<file path="config.mk">
export PLATFORM = sky130hd
export DESIGN_NAME = flash_cmd_seq
export DESIGN_NICKNAME = d
export VERILOG_FILES = /design/src/rtl/fcs_pkg.sv /design/src/rtl/fcs_wr_decode.sv /design/src/rtl/fcs_down_cnt.sv /design/src/rtl/fcs_id_mux.sv /design/src/rtl/flash_cmd_seq.sv
export SDC_FILE = /design/constraint.sdc
export NUM_CORES = 1
export LEC_CHECK = 0
export BUFFER_PORTS_ARGS = -buffer_cell sky130_fd_sc_hd__buf_2
export CORE_MARGIN = 4
export CORE_UTILIZATION = 30
export CTS_CLUSTER_SIZE = 40
export DETAILED_ROUTE_END_ITERATION = 7
export SLEW_MARGIN = 20
export SYNTH_ARGS = -nofsm -noshare
export SYNTH_HDL_FRONTEND = slang
export SYNTH_HIERARCHICAL = 1
export SYNTH_SLANG_ARGS = --single-unit
</file>
<file path="constraint.sdc">
create_clock -name clk -period 3.85 [get_ports clk]
set_input_delay 0.5775 -clock clk [delete_from_list [all_inputs] [get_ports clk]]
set_output_delay 0.5775 -clock clk [all_outputs]
set_load 0.01 [all_outputs]
</file>
<file path="src/rtl/fcs_pkg.sv">
package fcs_pkg;

    typedef enum logic [3:0] {
        ST_READ, ST_UNL1, ST_UNL2, ST_IDENT, ST_PGM_WAIT, ST_PGM_BUSY,
        ST_BYP, ST_BYP_PGM, ST_BYP_EXIT, ST_ERS_U0, ST_ERS_U1, ST_ERS_U2,
        ST_ERS_WIN, ST_ERASING, ST_SUSP, ST_ABORT
    } fcs_state_e;

    typedef struct packed {
        logic       at_cmd;   // address matches the 555h (word) command slot
        logic       at_unl2;  // address matches the 2AAh (word) unlock slot
        logic [7:0] op;       // command byte
    } fcs_evt_t;

    localparam logic [7:0] OP_UNLA   = 8'hAA;
    localparam logic [7:0] OP_UNLB   = 8'h55;
    localparam logic [7:0] OP_RESET  = 8'hF0;
    localparam logic [7:0] OP_IDENT  = 8'h90;
    localparam logic [7:0] OP_PGM    = 8'hA0;
    localparam logic [7:0] OP_BYPASS = 8'h20;
    localparam logic [7:0] OP_ERASE  = 8'h80;
    localparam logic [7:0] OP_CHIP   = 8'h10;
    localparam logic [7:0] OP_BLOCK  = 8'h30;
    localparam logic [7:0] OP_SUSP   = 8'hB0;
    localparam logic [7:0] OP_ZERO   = 8'h00;

    localparam logic [2:0] MD_READ  = 3'd0;
    localparam logic [2:0] MD_IDENT = 3'd1;
    localparam logic [2:0] MD_PGM   = 3'd2;
    localparam logic [2:0] MD_BYP   = 3'd3;
    localparam logic [2:0] MD_ESET  = 3'd4;
    localparam logic [2:0] MD_ERS   = 3'd5;
    localparam logic [2:0] MD_SUSP  = 3'd6;
    localparam logic [2:0] MD_ABORT = 3'd7;

    localparam logic [1:0] SRC_ARRAY  = 2'd0;
    localparam logic [1:0] SRC_CODE   = 2'd1;
    localparam logic [1:0] SRC_STATUS = 2'd2;
    localparam logic [1:0] SRC_NONE   = 2'd3;

    function automatic logic [2:0] mode_of(fcs_state_e s, logic susp);
        case (s)
            ST_READ:                          mode_of = MD_READ;
            ST_UNL1, ST_UNL2:                 mode_of = susp ? MD_SUSP : MD_READ;
            ST_IDENT:                         mode_of = MD_IDENT;
            ST_PGM_WAIT, ST_PGM_BUSY:         mode_of = MD_PGM;
            ST_BYP, ST_BYP_PGM, ST_BYP_EXIT:  mode_of = MD_BYP;
            ST_ERASING:                       mode_of = MD_ERS;
            ST_SUSP:                          mode_of = MD_SUSP;
            ST_ABORT:                         mode_of = MD_ABORT;
            default:                          mode_of = MD_ESET;
        endcase
    endfunction

    function automatic logic [1:0] src_of(fcs_state_e s);
        case (s)
            ST_IDENT:                            src_of = SRC_CODE;
            ST_PGM_BUSY, ST_ERS_WIN, ST_ERASING: src_of = SRC_STATUS;
            ST_ABORT:                            src_of = SRC_NONE;
            default:                             src_of = SRC_ARRAY;
        endcase
    endfunction

    function automatic int max3(int a, int b, int c);
        int m;
        m = (a > b) ? a : b;
        return (m > c) ? m : c;
    endfunction

endpackage

</file>
<file path="src/rtl/fcs_wr_decode.sv">
module fcs_wr_decode
    import fcs_pkg::*;
#(
    parameter int ADDR_W = 16,
    parameter int DATA_W = 16,
    parameter int BLK_W  = 4
) (
    input  logic [ADDR_W-1:0] addr,
    input  logic              addr_lsb,
    input  logic              byte_mode,
    input  logic [DATA_W-1:0] data,
    output fcs_evt_t          evt,
    output logic [BLK_W-1:0]  blk
);
    logic [10:0] key;

    assign key = addr[10:0];
    assign blk = addr[ADDR_W-1 -: BLK_W];

    always_comb begin
        evt.op      = data[7:0];
        // In byte mode the extra low bit extends the key: 555h->AAAh, 2AAh->555h.
        evt.at_cmd  = (key == 11'h555) && (!byte_mode || !addr_lsb);
        evt.at_unl2 = (key == 11'h2AA) && (!byte_mode ||  addr_lsb);
    end
endmodule

</file>
<file path="src/rtl/fcs_down_cnt.sv">
module fcs_down_cnt #(
    parameter int W = 8
) (
    input  logic         clk,
    input  logic         rst,
    input  logic         load,
    input  logic [W-1:0] load_val,
    input  logic         run,
    output logic         zero
);
    logic [W-1:0] cnt_q;

    always_ff @(posedge clk) begin
        if (rst)
            cnt_q <= '0;
        else if (load)
            cnt_q <= load_val;
        else if (run && cnt_q != '0)
            cnt_q <= cnt_q - 1'b1;
    end

    assign zero = (cnt_q == '0);
endmodule

</file>
<file path="src/rtl/fcs_id_mux.sv">
module fcs_id_mux #(
    parameter int                ADDR_W = 16,
    parameter int                DATA_W = 16,
    parameter int                BLK_W  = 4,
    parameter logic [DATA_W-1:0] MFR_ID = 16'h0020,
    parameter logic [DATA_W-1:0] DEV_ID = 16'h00D5
) (
    input  logic                  en,
    input  logic [ADDR_W-1:0]     rd_addr,
    input  logic [(1<<BLK_W)-1:0] prot_map,
    output logic [DATA_W-1:0]     code
);
    logic [BLK_W-1:0] blk;

    assign blk = rd_addr[ADDR_W-1 -: BLK_W];

    always_comb begin
        code = '0;
        if (en) begin
            case (rd_addr[1:0])
                2'b00:   code = MFR_ID;
                2'b01:   code = DEV_ID;
                2'b10:   code = DATA_W'(prot_map[blk]);
                default: code = '0;
            endcase
        end
    end
endmodule

</file>
<file path="src/rtl/flash_cmd_seq.sv">
module flash_cmd_seq
    import fcs_pkg::*;
#(
    parameter int                ADDR_W  = 16,
    parameter int                DATA_W  = 16,
    parameter int                BLK_W   = 4,
    parameter int                T_PROG  = 400,
    parameter int                T_ERASE = 5000,
    parameter int                T_WIN   = 300,
    parameter int                T_ABORT = 100,
    parameter logic [DATA_W-1:0] MFR_ID  = 16'h0020,
    parameter logic [DATA_W-1:0] DEV_ID  = 16'h00D5
) (
    input  logic                  clk,
    input  logic                  rst,
    input  logic                  wr_en,
    input  logic [ADDR_W-1:0]     wr_addr,
    input  logic                  wr_addr_lsb,
    input  logic [DATA_W-1:0]     wr_data,
    input  logic                  byte_mode,
    input  logic [ADDR_W-1:0]     rd_addr,
    input  logic [(1<<BLK_W)-1:0] prot_map,
    output logic                  ready,
    output logic [2:0]            mode,
    output logic [1:0]            rd_src,
    output logic [DATA_W-1:0]     rd_code,
    output logic [(1<<BLK_W)-1:0] erase_map
);
    localparam int NBLK   = 1 << BLK_W;
    localparam int OP_MAX = max3(T_PROG, T_WIN, T_ABORT);
    localparam int OP_W   = $clog2(OP_MAX + 1);
    localparam int ER_W   = $clog2(T_ERASE + 1);

    fcs_state_e       state_q, state_d, ret_q, ret_d, home;
    logic             susp_q, susp_d;
    logic [NBLK-1:0]  map_q, map_d, blk_bit;
    fcs_evt_t         evt;
    logic [BLK_W-1:0] blk;
    logic             op_load, op_zero, er_load, er_zero;
    logic [OP_W-1:0]  op_val;
    logic             first_unl;

    fcs_wr_decode #(.ADDR_W(ADDR_W), .DATA_W(DATA_W), .BLK_W(BLK_W)) u_dec (
        .addr(wr_addr), .addr_lsb(wr_addr_lsb), .byte_mode(byte_mode),
        .data(wr_data), .evt(evt), .blk(blk)
    );

    fcs_down_cnt #(.W(OP_W)) u_op_cnt (
        .clk(clk), .rst(rst), .load(op_load), .load_val(op_val),
        .run(1'b1), .zero(op_zero)
    );

    fcs_down_cnt #(.W(ER_W)) u_er_cnt (
        .clk(clk), .rst(rst), .load(er_load), .load_val(ER_W'(T_ERASE - 1)),
        .run(state_q == ST_ERASING), .zero(er_zero)
    );

    fcs_id_mux #(
        .ADDR_W(ADDR_W), .DATA_W(DATA_W), .BLK_W(BLK_W),
        .MFR_ID(MFR_ID), .DEV_ID(DEV_ID)
    ) u_id (
        .en(state_q == ST_IDENT), .rd_addr(rd_addr), .prot_map(prot_map),
        .code(rd_code)
    );

    assign blk_bit   = NBLK'(1) << blk;
    assign home      = susp_q ? ST_SUSP : ST_READ;
    assign first_unl = evt.at_cmd && evt.op == OP_UNLA;

    always_comb begin
        state_d = state_q;
        ret_d   = ret_q;
        susp_d  = susp_q;
        map_d   = map_q;
        op_load = 1'b0;
        op_val  = '0;
        er_load = 1'b0;
        case (state_q)
            ST_READ: if (wr_en && first_unl) state_d = ST_UNL1;
            ST_UNL1: if (wr_en)
                state_d = (evt.at_unl2 && evt.op == OP_UNLB) ? ST_UNL2 : home;
            ST_UNL2: if (wr_en) begin
                state_d = home;
                if (evt.at_cmd) begin
                    case (evt.op)
                        OP_IDENT:  state_d = ST_IDENT;
                        OP_PGM:    state_d = ST_PGM_WAIT;
                        OP_BYPASS: if (!susp_q) state_d = ST_BYP;
                        OP_ERASE:  if (!susp_q) state_d = ST_ERS_U0;
                        default:   state_d = home;
                    endcase
                end
            end
            ST_IDENT: if (wr_en) begin
                if (evt.op == OP_RESET) state_d = home;
                else if (first_unl)     state_d = ST_UNL1;
            end
            ST_PGM_WAIT: if (wr_en) begin
                if (susp_q && map_q[blk]) begin
                    state_d = home;
                end else begin
                    state_d = ST_PGM_BUSY;
                    ret_d   = home;
                    op_load = 1'b1;
                    op_val  = OP_W'(T_PROG - 1);
                end
            end
            ST_PGM_BUSY: if (op_zero) state_d = ret_q;
            ST_BYP: if (wr_en) begin
                if (evt.op == OP_PGM)        state_d = ST_BYP_PGM;
                else if (evt.op == OP_IDENT) state_d = ST_BYP_EXIT;
            end
            ST_BYP_PGM: if (wr_en) begin
                state_d = ST_PGM_BUSY;
                ret_d   = ST_BYP;
                op_load = 1'b1;
                op_val  = OP_W'(T_PROG - 1);
            end
            ST_BYP_EXIT: if (wr_en) state_d = (evt.op == OP_ZERO) ? ST_READ : ST_BYP;
            ST_ERS_U0: if (wr_en) state_d = first_unl ? ST_ERS_U1 : ST_READ;
            ST_ERS_U1: if (wr_en)
                state_d = (evt.at_unl2 && evt.op == OP_UNLB) ? ST_ERS_U2 : ST_READ;
            ST_ERS_U2: if (wr_en) begin
                if (evt.at_cmd && evt.op == OP_CHIP) begin
                    map_d   = '1;
                    er_load = 1'b1;
                    state_d = ST_ERASING;
                end else if (evt.op == OP_BLOCK) begin
                    map_d   = blk_bit;
                    op_load = 1'b1;
                    op_val  = OP_W'(T_WIN - 1);
                    state_d = ST_ERS_WIN;
                end else begin
                    state_d = ST_READ;
                end
            end
            ST_ERS_WIN: begin
                if (wr_en && evt.op == OP_BLOCK) begin
                    map_d   = map_q | blk_bit;
                    op_load = 1'b1;
                    op_val  = OP_W'(T_WIN - 1);
                end else if (wr_en) begin
                    state_d = ST_ABORT;
                    op_load = 1'b1;
                    op_val  = OP_W'(T_ABORT - 1);
                end else if (op_zero) begin
                    er_load = 1'b1;
                    state_d = ST_ERASING;
                end
            end
            ST_ERASING: begin
                if (wr_en && evt.op == OP_SUSP) begin
                    state_d = ST_SUSP;
                    susp_d  = 1'b1;
                end else if (wr_en && evt.op == OP_RESET) begin
                    state_d = ST_ABORT;
                    op_load = 1'b1;
                    op_val  = OP_W'(T_ABORT - 1);
                end else if (er_zero) begin
                    state_d = ST_READ;
                    map_d   = '0;
                end
            end
            ST_SUSP: if (wr_en) begin
                if (evt.op == OP_BLOCK) begin
                    state_d = ST_ERASING;
                    susp_d  = 1'b0;
                end else if (evt.op == OP_RESET) begin
                    state_d = ST_ABORT;
                    susp_d  = 1'b0;
                    op_load = 1'b1;
                    op_val  = OP_W'(T_ABORT - 1);
                end else if (first_unl) begin
                    state_d = ST_UNL1;
                end
            end
            ST_ABORT: if (op_zero) begin
                state_d = ST_READ;
                map_d   = '0;
            end
            default: state_d = ST_READ;
        endcase
    end

    always_ff @(posedge clk) begin
        if (rst) begin
            state_q <= ST_READ;
            ret_q   <= ST_READ;
            susp_q  <= 1'b0;
            map_q   <= '0;
        end else begin
            state_q <= state_d;
            ret_q   <= ret_d;
            susp_q  <= susp_d;
            map_q   <= map_d;
        end
    end

    assign mode      = mode_of(state_q, susp_q);
    assign rd_src    = src_of(state_q);
    assign ready     = !(state_q inside {ST_PGM_BUSY, ST_ERS_WIN, ST_ERASING, ST_ABORT});
    assign erase_map = map_q;
endmodule

</file>
==> run_results.csv, run 1 <==
group,metric,value,unit
outcome,status,"finished clean",
global_route,first_global_vias,4155,
flow_run,drv_cap,0,
placed_design,io_buffers,77,
clock_network,postCtsSetupRepairBufs,0,
global_route,grt-ovfl-total,0,
synth,ys_seq_area_frac,0.202,
placed_design,dp.cells,824,
global_route,grt_use_total,0.148,
drt,drc,0,
critical_path,crit_path_max_incr_delay,0.60,ns
cells_and_area,utilization,0.347,
timing,max_freq,329,MHz
critical_path,critPathLaunchType,"input pin",
cells_and_area,layout_common_cells,"buf_2, nor2_1, o21ai_0",
timing,finalCritPeriodShare,0.790,
global_route,grt_max_degree,40,
clock_network,cts_max_level,2,
synth,synthMuxAreaShare,0.0436,
critical_path,endpoint_kind,"register",
cells_and_area,stdcell_area,5050,um2
cells_and_area,stdcell_count,832,
synth,synth_async_sr_flop_share,0,
synth,synth.distinct_cells,78,
synth,synth_top_area_share,0.202,
synth,ys_ff_latch,45,
drt,drt_iter0_markers,262,
die,die_w,130,um
die,coreArea,14500,um2
power,peakVddDrop,0.000143,V
clock_network,cts_root_buf,"clkbuf_16",
synth,yosysWarningCount,6,
timing,finalSetupViolations,0,
global_route,antenna_found_initial,0,
synth,synthesis.area,4450,um2
synth,synth_area_leaders,"dfxtp_1, o21ai_0, buf_4",
timing,layout_min_cycle_time,3.04,ns
synth,synthSimpleGateAreaFrac,0.324,
timing,worst_pin_slew,0.823,ns
cells_and_area,final_common_cell,"buf_2",
clock_network,cts_tree,"done",
critical_path,rrSetupSlack,0.82,ns
drt,ant_nets,0,
cells_and_area,antenna_cells,0,
die,pin_count,107,
timing,slew_headroom,0.451,
synth,yosys_most_used_dff,"dfxtp_1",
die,chipHeight,130,um
power,p_leak,1.93,nW
clock_network,cts_resized,0,
timing,finalClockSkew,0.00893,ns
placed_design,post-dp-hpwl,9760,um
critical_path,reg2reg_from,"u_er_cnt/cnt_q[0]",
critical_path,path_class,"input pin to register",
clock_network,clockBufferDepth,2,
clock_network,numCtsBuffers,5,
drt,wl,13000,um
drt,vias_per_cell,5.47,
timing,slew_viol_final,0,
clock_network,clock_sinks,45,
placed_design,gp_congestion,0.928,
clock_network,cts_hold_buf,0,
drt,vias,4553,
timing,rsz0062_at_grt,"no",
clock_network,worst_skew_pair.late_latency,0.29,ns
timing,final_hold_viol_count,0,
synth,avgSynthCellArea,7.58,um2
die,start_util,0.306,
clock_network,path_clk_slew,0.07,ns
die,num_rows,44,
cells_and_area,layout-drive-gt1-share,0.224,
critical_path,cp.required,4.00,ns
min_path,hold_depth,2,
min_path,min_from,"u_op_cnt/cnt_q[8]",
synth,synth_fa_ha_area_frac,0.00843,
critical_path,crit_fanout,10,
critical_path,crit_family,"simple AND/OR/NAND/NOR gates",
critical_path,reg2regPathDepth,9,
synth,synth_top_family_by_area,"simple AND/OR/NAND/NOR gates",
power,power_density,275,nW/um2
critical_path,path_depth,10,
cells_and_area,nets,719,
die,die-area,16800,um2
critical_path,path_buf_inv,2,
synth,synth_xor_area_frac,0.00590,
global_route,grt_pass1_wl,20600,um
timing,finalSetupTns,0,ns
cells_and_area,synthToLayoutAreaGrowth,13.4,%
critical_path,crit_chain,"buf_2 > or3_1 > or4_1 > nor2_1 > nor3_1 > o2111ai_1 > buf_4 > nor3_1 > o211ai_1 > o221ai_1",
drt,dr.pass1.iters,5,
drt,routedWlPerCell,15.6,um
critical_path,crit_top_cell,"nor3_1",
synth,netlist_instances,587,
synth,synth_edf_count,0,
critical_path,worstPathArrival,3.19,ns
min_path,hp-class,"register to register",
critical_path,crit_start,"wr_data[2]",
critical_path,cpMaxStageDelayCell,"or4_1",
synth,synth-compound-area-share,0.306,
placed_design,place_area,4910,um2
synth,synth.largest_area_cell,"dfxtp_1",
-- kinds of logic (layout without fill, tap and decap cells) --
logic type / count (synthesis) / count (layout)
buffers and inverters: 93 / 127
and+or+nand+nor: 241 / 241
other: 3 / 30
AOI/OAI and AO/OA: 185 / 185
xor gates and xnor gates: 3 / 3
adders and majority gates: 3 / 3
muxes: 14 / 14
DFF: 45 / 45
-- power by group --
part | internal [mW] | total [mW] | switching [mW]
combinational | 0.177 | 0.416 | 0.240
clock | 0.242 | 0.436 | 0.194
sequential | 0.497 | 0.537 | 0.0406
total | 0.915 | 1.39 | 0.475
-- cell usage after synthesis (7+ instances only) --
| library cell | count |
|---|---|
| o211ai_1 | 9 |
| nand3_1 | 8 |
| nand2b_1 | 9 |
| nand2_1 | 41 |
| or3_1 | 10 |
| nor3b_1 | 8 |
| nand3b_1 | 8 |
| nor3_1 | 16 |
| a21oi_1 | 30 |
| a311oi_1 | 10 |
| clkbuf_1 | 33 |
| and4_1 | 7 |
| a31oi_1 | 7 |
| nor2_1 | 52 |
| inv_1 | 29 |
| nor4_1 | 16 |
| nor2b_1 | 11 |
| a2111oi_0 | 8 |
| o21ai_0 | 49 |
| a211oi_1 | 10 |
| a211oi_2 | 14 |
| dfxtp_1 | 45 |
| buf_4 | 26 |
| mux2_2 | 7 |
-- sequential cells by signal (all words and copies together), names as in the netlist --
name / flops
ret_q: 2
u_op_cnt/cnt_q: 9
susp_q: 1
erase_map: 16
state_q: 4
u_er_cnt/cnt_q: 13
-- metrics by stage --
step / total power [mW] / setup slack [ns] / hold WS [ns]
after global routing: 1.47 / 0.510 / 0.562
after detailed placement: 0.957 / 0.530 / 0.517
after CTS: 1.39 / 0.839 / 0.533
after global placement: 0.952 / 0.543 / 0.515
after floorplan: 0.887 / 0.672 / 0.486
final: 1.39 / 0.810 / 0.535
-- area by class of cell --
type	instances	area, um2
flip-flops and latches	45	901
clock inverters	1	7.51
multi-input cells	476	3170
inverters	29	109
clock buffers	7	133
repair buffers	90	495
well taps	184	230
fillers	1631	9490
-- worst paths after layout --
kind	endpoint
setup / recovery	u_op_cnt/cnt_q[1]
hold / removal	u_op_cnt/cnt_q[8]
hold reg to reg	u_op_cnt/cnt_q[8]
setup reg to reg	state_q[2]
-- routing by layer --
layer,global-route usage,part of all wire
met1,0.196,0.46
met4,0.0471,0.015
met5,0,0
met2,0.250,0.49
met3,0.0192,0.037
-- worst min-delay path: cells and delay by family (launching register included) --
kind           cells  cell delay [ns]
AO/OA/AOI/OAI      2             0.15
flip-flops         1             0.34
Note: power is estimated with default switching activity, not from simulation.
==> run 2, diff against run 1 <==
- ABC_AREA: default -> 1
- clock period: 3.85 -> 2.99 ns (I/O delays scaled with it)
==> run 2 against run 1 <==
Clock skew shrank 0.0020 ns. Register-to-register slack got worse by 0.21 ns. First-iteration DRC count rose by 5.3%. Clock power grew 51%. Utilization rose by 0.23 points. Sequential share of layout area is 0.83 points lower. Setup slack got worse by 0.35 ns. Critical endpoint is now rd_code[0]. Critical path depth down 2. Synthesized area increased by 3.6%. Worst hold slack got worse by 0.061 ns. Die area increased by 3.4%.
==> run_results.csv, run 2 <==
group,metric,value,unit
drt,drt_iter0_markers,276,
timing,hold_ws,0.474,ns
critical_path,path_class,"register to output pin",
cells_and_area,largest_reg_flops,16,
critical_path,endpoint_kind,"output pin",
clock_network,cts_root_buf,"clkbuf_16",
clock_network,numCtsBuffers,5,
timing,finalCritPeriodShare,0.847,
timing,max_freq,395,MHz
clock_network,cts_max_level,2,
synth,synth_xor_area_frac,0.0114,
synth,synthMuxAreaShare,0,
drt,dr.pass1.iters,5,
cells_and_area,synthToLayoutAreaGrowth,14.9,%
cells_and_area,layout_common_cells,"nand2_1, nor2_1, inv_1",
cells_and_area,layout-drive-gt1-share,0.157,
drt,vias_per_cell,4.63,
power,power_density,386,nW/um2
synth,synth_fa_ha_area_frac,0.00814,
die,chipHeight,132,um
global_route,grt_pass1_wl,21100,um
synth,synthesis.area,4610,um2
placed_design,gp_congestion,0.917,
synth,ys_ff_latch,45,
timing,slew_headroom,0.634,
synth,synth_top_area_share,0.197,
synth,synth_top_family_by_area,"simple AND/OR/NAND/NOR gates",
synth,synth_most_common_cell,"nand2_1",
synth,avgSynthCellArea,5.44,um2
placed_design,post-dp-hpwl,9910,um
global_route,first_global_vias,4568,
synth,synth.largest_area_cell,"nand2_1",
min_path,hp-class,"register to register",
synth,synth-compound-area-share,0.130,
critical_path,cp.required,2.54,ns
critical_path,cpMaxStageDelayCell,"nor2_1",
cells_and_area,antenna_cells,0,
clock_network,cts_resized,0,
clock_network,cts_hold_buf,0,
timing,finalSetupViolations,0,
critical_path,critPathLaunchType,"register",
clock_network,worst_skew_pair.late_latency,0.29,ns
critical_path,reg2reg_from,"state_q[2]",
global_route,grt_max_degree,26,
timing,finalClockSkew,0.00695,ns
drt,vias,5149,
critical_path,crit_start,"state_q[3]",
synth,synthSimpleGateAreaFrac,0.488,
global_route,grt_use_total,0.140,
timing,final_hold_viol_count,0,
synth,synthTopCellsByCount,"nand2_1, nor2_1, inv_1",
clock_network,cts_tree,"done",
clock_network,clockBufferDepth,2,
cells_and_area,nets,996,
timing,worst_pin_slew,0.547,ns
die,pin_count,107,
timing,finalSetupTns,0,ns
critical_path,crit_fanout,7,
clock_network,path_clk_slew,0.06,ns
synth,netlist_instances,848,
timing,slew_viol_final,0,
die,die_w,132,um
die,die-area,17400,um2
die,start_util,0.304,
critical_path,crit_path_max_incr_delay,0.45,ns
flow_run,drv_cap,0,
critical_path,worstPathArrival,2.08,ns
clock_network,clock_sinks,45,
synth,synth_async_sr_flop_share,0,
synth,yosys_most_used_dff,"dfxtp_1",
critical_path,crit_chain,"nor2_1 > inv_1 > nor2_1 > inv_1 > nor3_1 > nand2_1 > nand2_1 > buf_2",
drt,routedWlPerCell,11.3,um
timing,layout_min_cycle_time,2.53,ns
min_path,min_from,"u_op_cnt/cnt_q[8]",
global_route,antenna_found_initial,0,
synth,synth_edf_count,0,
die,num_rows,45,
synth,yosysWarningCount,6,
synth,synth_area_leaders,"nand2_1, dfxtp_1, nor2_1",
cells_and_area,final_common_cell,"nand2_1",
synth,ys_seq_area_frac,0.195,
drt,wl,12600,um
timing,rsz0062_at_grt,"no",
global_route,grt-ovfl-total,0,
outcome,status,"finished clean",
synth,synth.distinct_cells,45,
placed_design,io_buffers,77,
cells_and_area,nFillCells,1679,
power,peakVddDrop,0.000252,V
die,coreArea,15100,um2
clock_network,postCtsSetupRepairBufs,0,
drt,ant_nets,0,
drt,drc,0,
power,p_leak,2.82,nW
-- run 2: cell types whose count changed in the layout (fill, tap and decap cells not counted), sizes merged, moves of 11 or more --
cell | previous run | this run
nor2 | 52 | 139
inv | 29 | 112
nor2b | 12 | 0
nand3 | 8 | 73
nor4 | 17 | 0
nand2 | 41 | 257
a2111oi | 11 | 0
a211oi | 24 | 1
o21ai | 49 | 63
-- run 2: final timing paths --
| check | endpoint | slack, ns | cells past startpoint |
|---|---|---|---|
| setup / recovery | rd_code[0] | 0.46 | 8 |
| hold / removal | u_op_cnt/cnt_q[8] | 0.47 | 2 |
| setup reg to reg | u_op_cnt/cnt_q[1] | 0.61 | 13 |
| hold reg to reg | u_op_cnt/cnt_q[8] | 0.47 | 2 |
-- run 2: layout make-up --
| class | instances | area (um2) | share of cell area |
|---|---|---|---|
| multi-input combinational | 664 | 3040 | 0.575 |
| sequential | 45 | 901 | 0.170 |
| timing repair buffer | 91 | 490 | 0.0926 |
| inverter | 117 | 453 | 0.0855 |
| tap | 188 | 235 | 0.0444 |
| clock buffer | 7 | 143 | 0.0269 |
| clock inverter | 1 | 30.0 | 0.00567 |
-- run 2: layer usage --
layer,track usage,part of all wire,wire [um],vias to the layer above
met2,0.233,0.44,5570,150
li1,-,-,-,2792
met1,0.190,0.49,6130,2192
met5,0,0,0,-
met3,0.0225,0.058,736,15
met4,0.0373,0.013,167,0
-- run 2: per-stage QoR --
stage	setup WS [ns]	area [um2]	util	power (mW)	cells
global route	0.230	5300	0.350	2.23	1113
detailed placement	0.303	5120	0.338	1.41	1105
global placement	0.329	5120	0.338	1.40	1105
CTS	0.508	5300	0.350	2.08	1113
finish	0.457	5300	0.350	2.05	1113
floorplan	0.506	4700	-	1.27	871
-- run 2: worst max-delay path: cells and delay by family (launching register included) --
family	cells	cell delay, ns
buf+inv	3	0.38
flops	1	0.38
simple gates	5	1.04
-- run 2: logic make-up (layout without fill, tap and decap cells) --
logic type	after synthesis	after routing
other	3	26
DFF	45	45
adders and majority gates	3	3
xor gates and xnor gates	6	6
buffers and inverters	162	216
AOI/OAI and AO/OA	115	115
and+or+nand+nor	514	514
-- run 2: where the power goes --
part	internal, mW	leakage [nW]	switching (mW)
sequential	0.654	0.364	0.0620
combinational	0.251	2.37	0.421
clock	0.418	0.0841	0.240
==> run 3, diff against run 2 <==
- clock period: 2.99 -> 2.3 ns (I/O delays scaled with it)
==> run 3 against run 2 <==
Die area is the same. Sequential cell count is the same. Combinational power grew 40%. Non-clock buffer count grew 25. Register-to-register slack lost 0.41 ns. Critical endpoint is now ready. Utilization grew 1.7 points. Critical path depth is the same. First-iteration DRC count grew 24%. Via count grew 3.4%.
==> run_results.csv, run 3 (same netlist as run 2, synthesis figures left out) <==
group,metric,value,unit
timing,finalClockSkew,0.00675,ns
timing,finalSetupViolations,0,
drt,ant_nets,0,
global_route,grt-ovfl-total,0,
power,peakVddDrop,0.000363,V
cells_and_area,largest_reg_flops,16,
placed_design,post-dp-hpwl,10600,um
global_route,grt_pass1_wl,22900,um
power,p_leak,2.95,nW
cells_and_area,stdcell_area,5550,um2
die,die_w,132,um
clock_network,cts_tree,"done",
drt,drt_iter0_markers,341,
die,die-area,17400,um2
clock_network,path_clk_slew,0.07,ns
critical_path,crit_chain,"inv_1 > nand2_2 > inv_1 > nor2_1 > inv_1 > nand2_1 > inv_1 > buf_2",
cells_and_area,nFillCells,1684,
outcome,status,"finished clean",
power,seqPwrFrac,0.346,
timing,rsz0062_at_grt,"no",
min_path,hp-class,"input pin to register",
cells_and_area,layout_common_cells,"nand2_1, nor2_1, inv_1",
timing,slew_viol_final,0,
cells_and_area,layout-drive-gt1-share,0.192,
critical_path,cp.required,1.96,ns
power,swShare,0.364,
cells_and_area,register_area,901,um2
timing,max_freq,472,MHz
power,pwr-share-comb,0.349,
power,clock_power_share,0.305,
flow_run,drv_cap,0,
critical_path,endpoint_kind,"output pin",
critical_path,crit_fanout,10,
power,power_density,485,nW/um2
clock_network,worst_skew_pair.late_latency,0.29,ns
cells_and_area,nets,1022,
cells_and_area,multi_input_area,3120,um2
clock_network,clockBufferDepth,2,
drt,drc,0,
die,chipHeight,132,um
die,coreArea,15100,um2
placed_design,io_buffers,77,
power,power.internal,1.71,mW
critical_path,path_class,"register to output pin",
critical_path,cpMaxStageDelayCell,"dfxtp_1",
drt,routedWlPerCell,12.0,um
drt,vias,5324,
global_route,antenna_found_initial,0,
cells_and_area,final_common_cell,"nand2_1",
timing,layout_min_cycle_time,2.12,ns
die,num_rows,45,
placed_design,gp_congestion,0.918,
timing,finalCritPeriodShare,0.921,
critical_path,critPathLaunchType,"register",
drt,dr.pass1.iters,5,
clock_network,cts_hold_buf,0,
power,switchingPower,0.980,mW
cells_and_area,synthToLayoutAreaGrowth,20.4,%
cells_and_area,antenna_cells,0,
timing,hold_ws,0.411,ns
critical_path,crit_family,"buffers and inverters",
die,pin_count,107,
global_route,grt_use_total,0.154,
global_route,first_global_vias,4934,
placed_design,place_area,5280,um2
critical_path,crit_path_max_incr_delay,0.41,ns
die,start_util,0.304,
clock_network,cts_root_buf,"clkbuf_16",
global_route,grt_max_degree,26,
timing,final_hold_viol_count,0,
drt,wl,13600,um
drt,vias_per_cell,4.68,
clock_network,clock_sinks,45,
critical_path,crit_top_cell,"inv_1",
critical_path,worstPathArrival,1.77,ns
critical_path,path_buf_inv,5,
clock_network,numCtsBuffers,5,
clock_network,cts_max_level,2,
-- run 3: cell types whose count changed in the layout (fill, tap and decap cells not counted), sizes merged --
cell    previous run  this run
clkinv             5         6
buf               91       116
clkbuf             7         5
nand3             73        74
-- run 3: power by group through the flow --
stage	Sequential (mW)	Combinational (mW)	Clock [mW]
3_5_place_dp	0.948	0.887	0
3_3_place_gp	0.947	0.880	0
2_1_floorplan	0.928	0.729	0
4_1_cts	0.930	0.891	0.858
6_report	0.931	0.938	0.822
5_1_grt	0.949	1.09	0.882
-- run 3: repair_timing --
action / in CTS / in global routing
buffers inserted: 0 / 4
endpoints found under the hold margin: 0 / 0
cloned: 0 / 2
endpoints found under the setup margin: 2 / 37
pin swaps: 0 / 3
resized for setup: 1 / 15
-- run 3: area by class of cell --
cell class / instances / share of cell area
inverters: 117 / 0.0823
clock inverters: 2 / 0.00631
well taps: 188 / 0.0424
clock buffers: 5 / 0.0225
flip-flops and latches: 45 / 0.162
multi-input cells: 665 / 0.562
repair buffers: 116 / 0.122
-- run 3: through the flow --
| stage | power (mW) | setup WS [ns] | setup TNS (ns) | utilization | cells |
|---|---|---|---|---|---|
| 2_1_floorplan | 1.66 | 0.0387 | 0 | - | 871 |
| 3_3_place_gp | 1.83 | 0.0248 | 0 | 0.348 | 1125 |
| 3_5_place_dp | 1.84 | -0.0103 | -0.0103 | 0.348 | 1125 |
| 4_1_cts | 2.68 | 0.0579 | 0 | 0.359 | 1132 |
| 5_1_grt | 2.93 | 0.00965 | 0 | 0.366 | 1138 |
| 6_report | 2.69 | 0.182 | 0 | 0.366 | 1138 |
-- run 3: routing by layer --
layer  global-route usage  vias to the layer above  part of all wire
li1                     -                     2846                 -
met1                0.204                     2281              0.47
met2                0.250                      174              0.44
met3               0.0321                       23             0.074
met4               0.0490                        0             0.019
met5                    0                        -                 0
-- run 3: final timing paths --
path | startpoint | to | slack (ns) | cells past startpoint
max | state_q[0] | ready | 0.18 | 8
min | rst | u_op_cnt/cnt_q[7] | 0.41 | 2
max reg2reg | state_q[3] | u_op_cnt/cnt_q[3] | 0.20 | 11
min reg2reg | ret_q[3] | ret_q[3] | 0.46 | 2
-- run 3: worst reg2reg max path, stage by stage (launching register included) --
cell and delay, ns:
dfxtp_1 0.46, nand2_1 0.22, nor2_2 0.20, nand2_1 0.11
nor2_1 0.19, a31oi_1 0.09, nand3_1 0.14, clkinv_2 0.16
nand2_4 0.17, clkinv_4 0.09, nor2_1 0.10, nor2_1 0.05
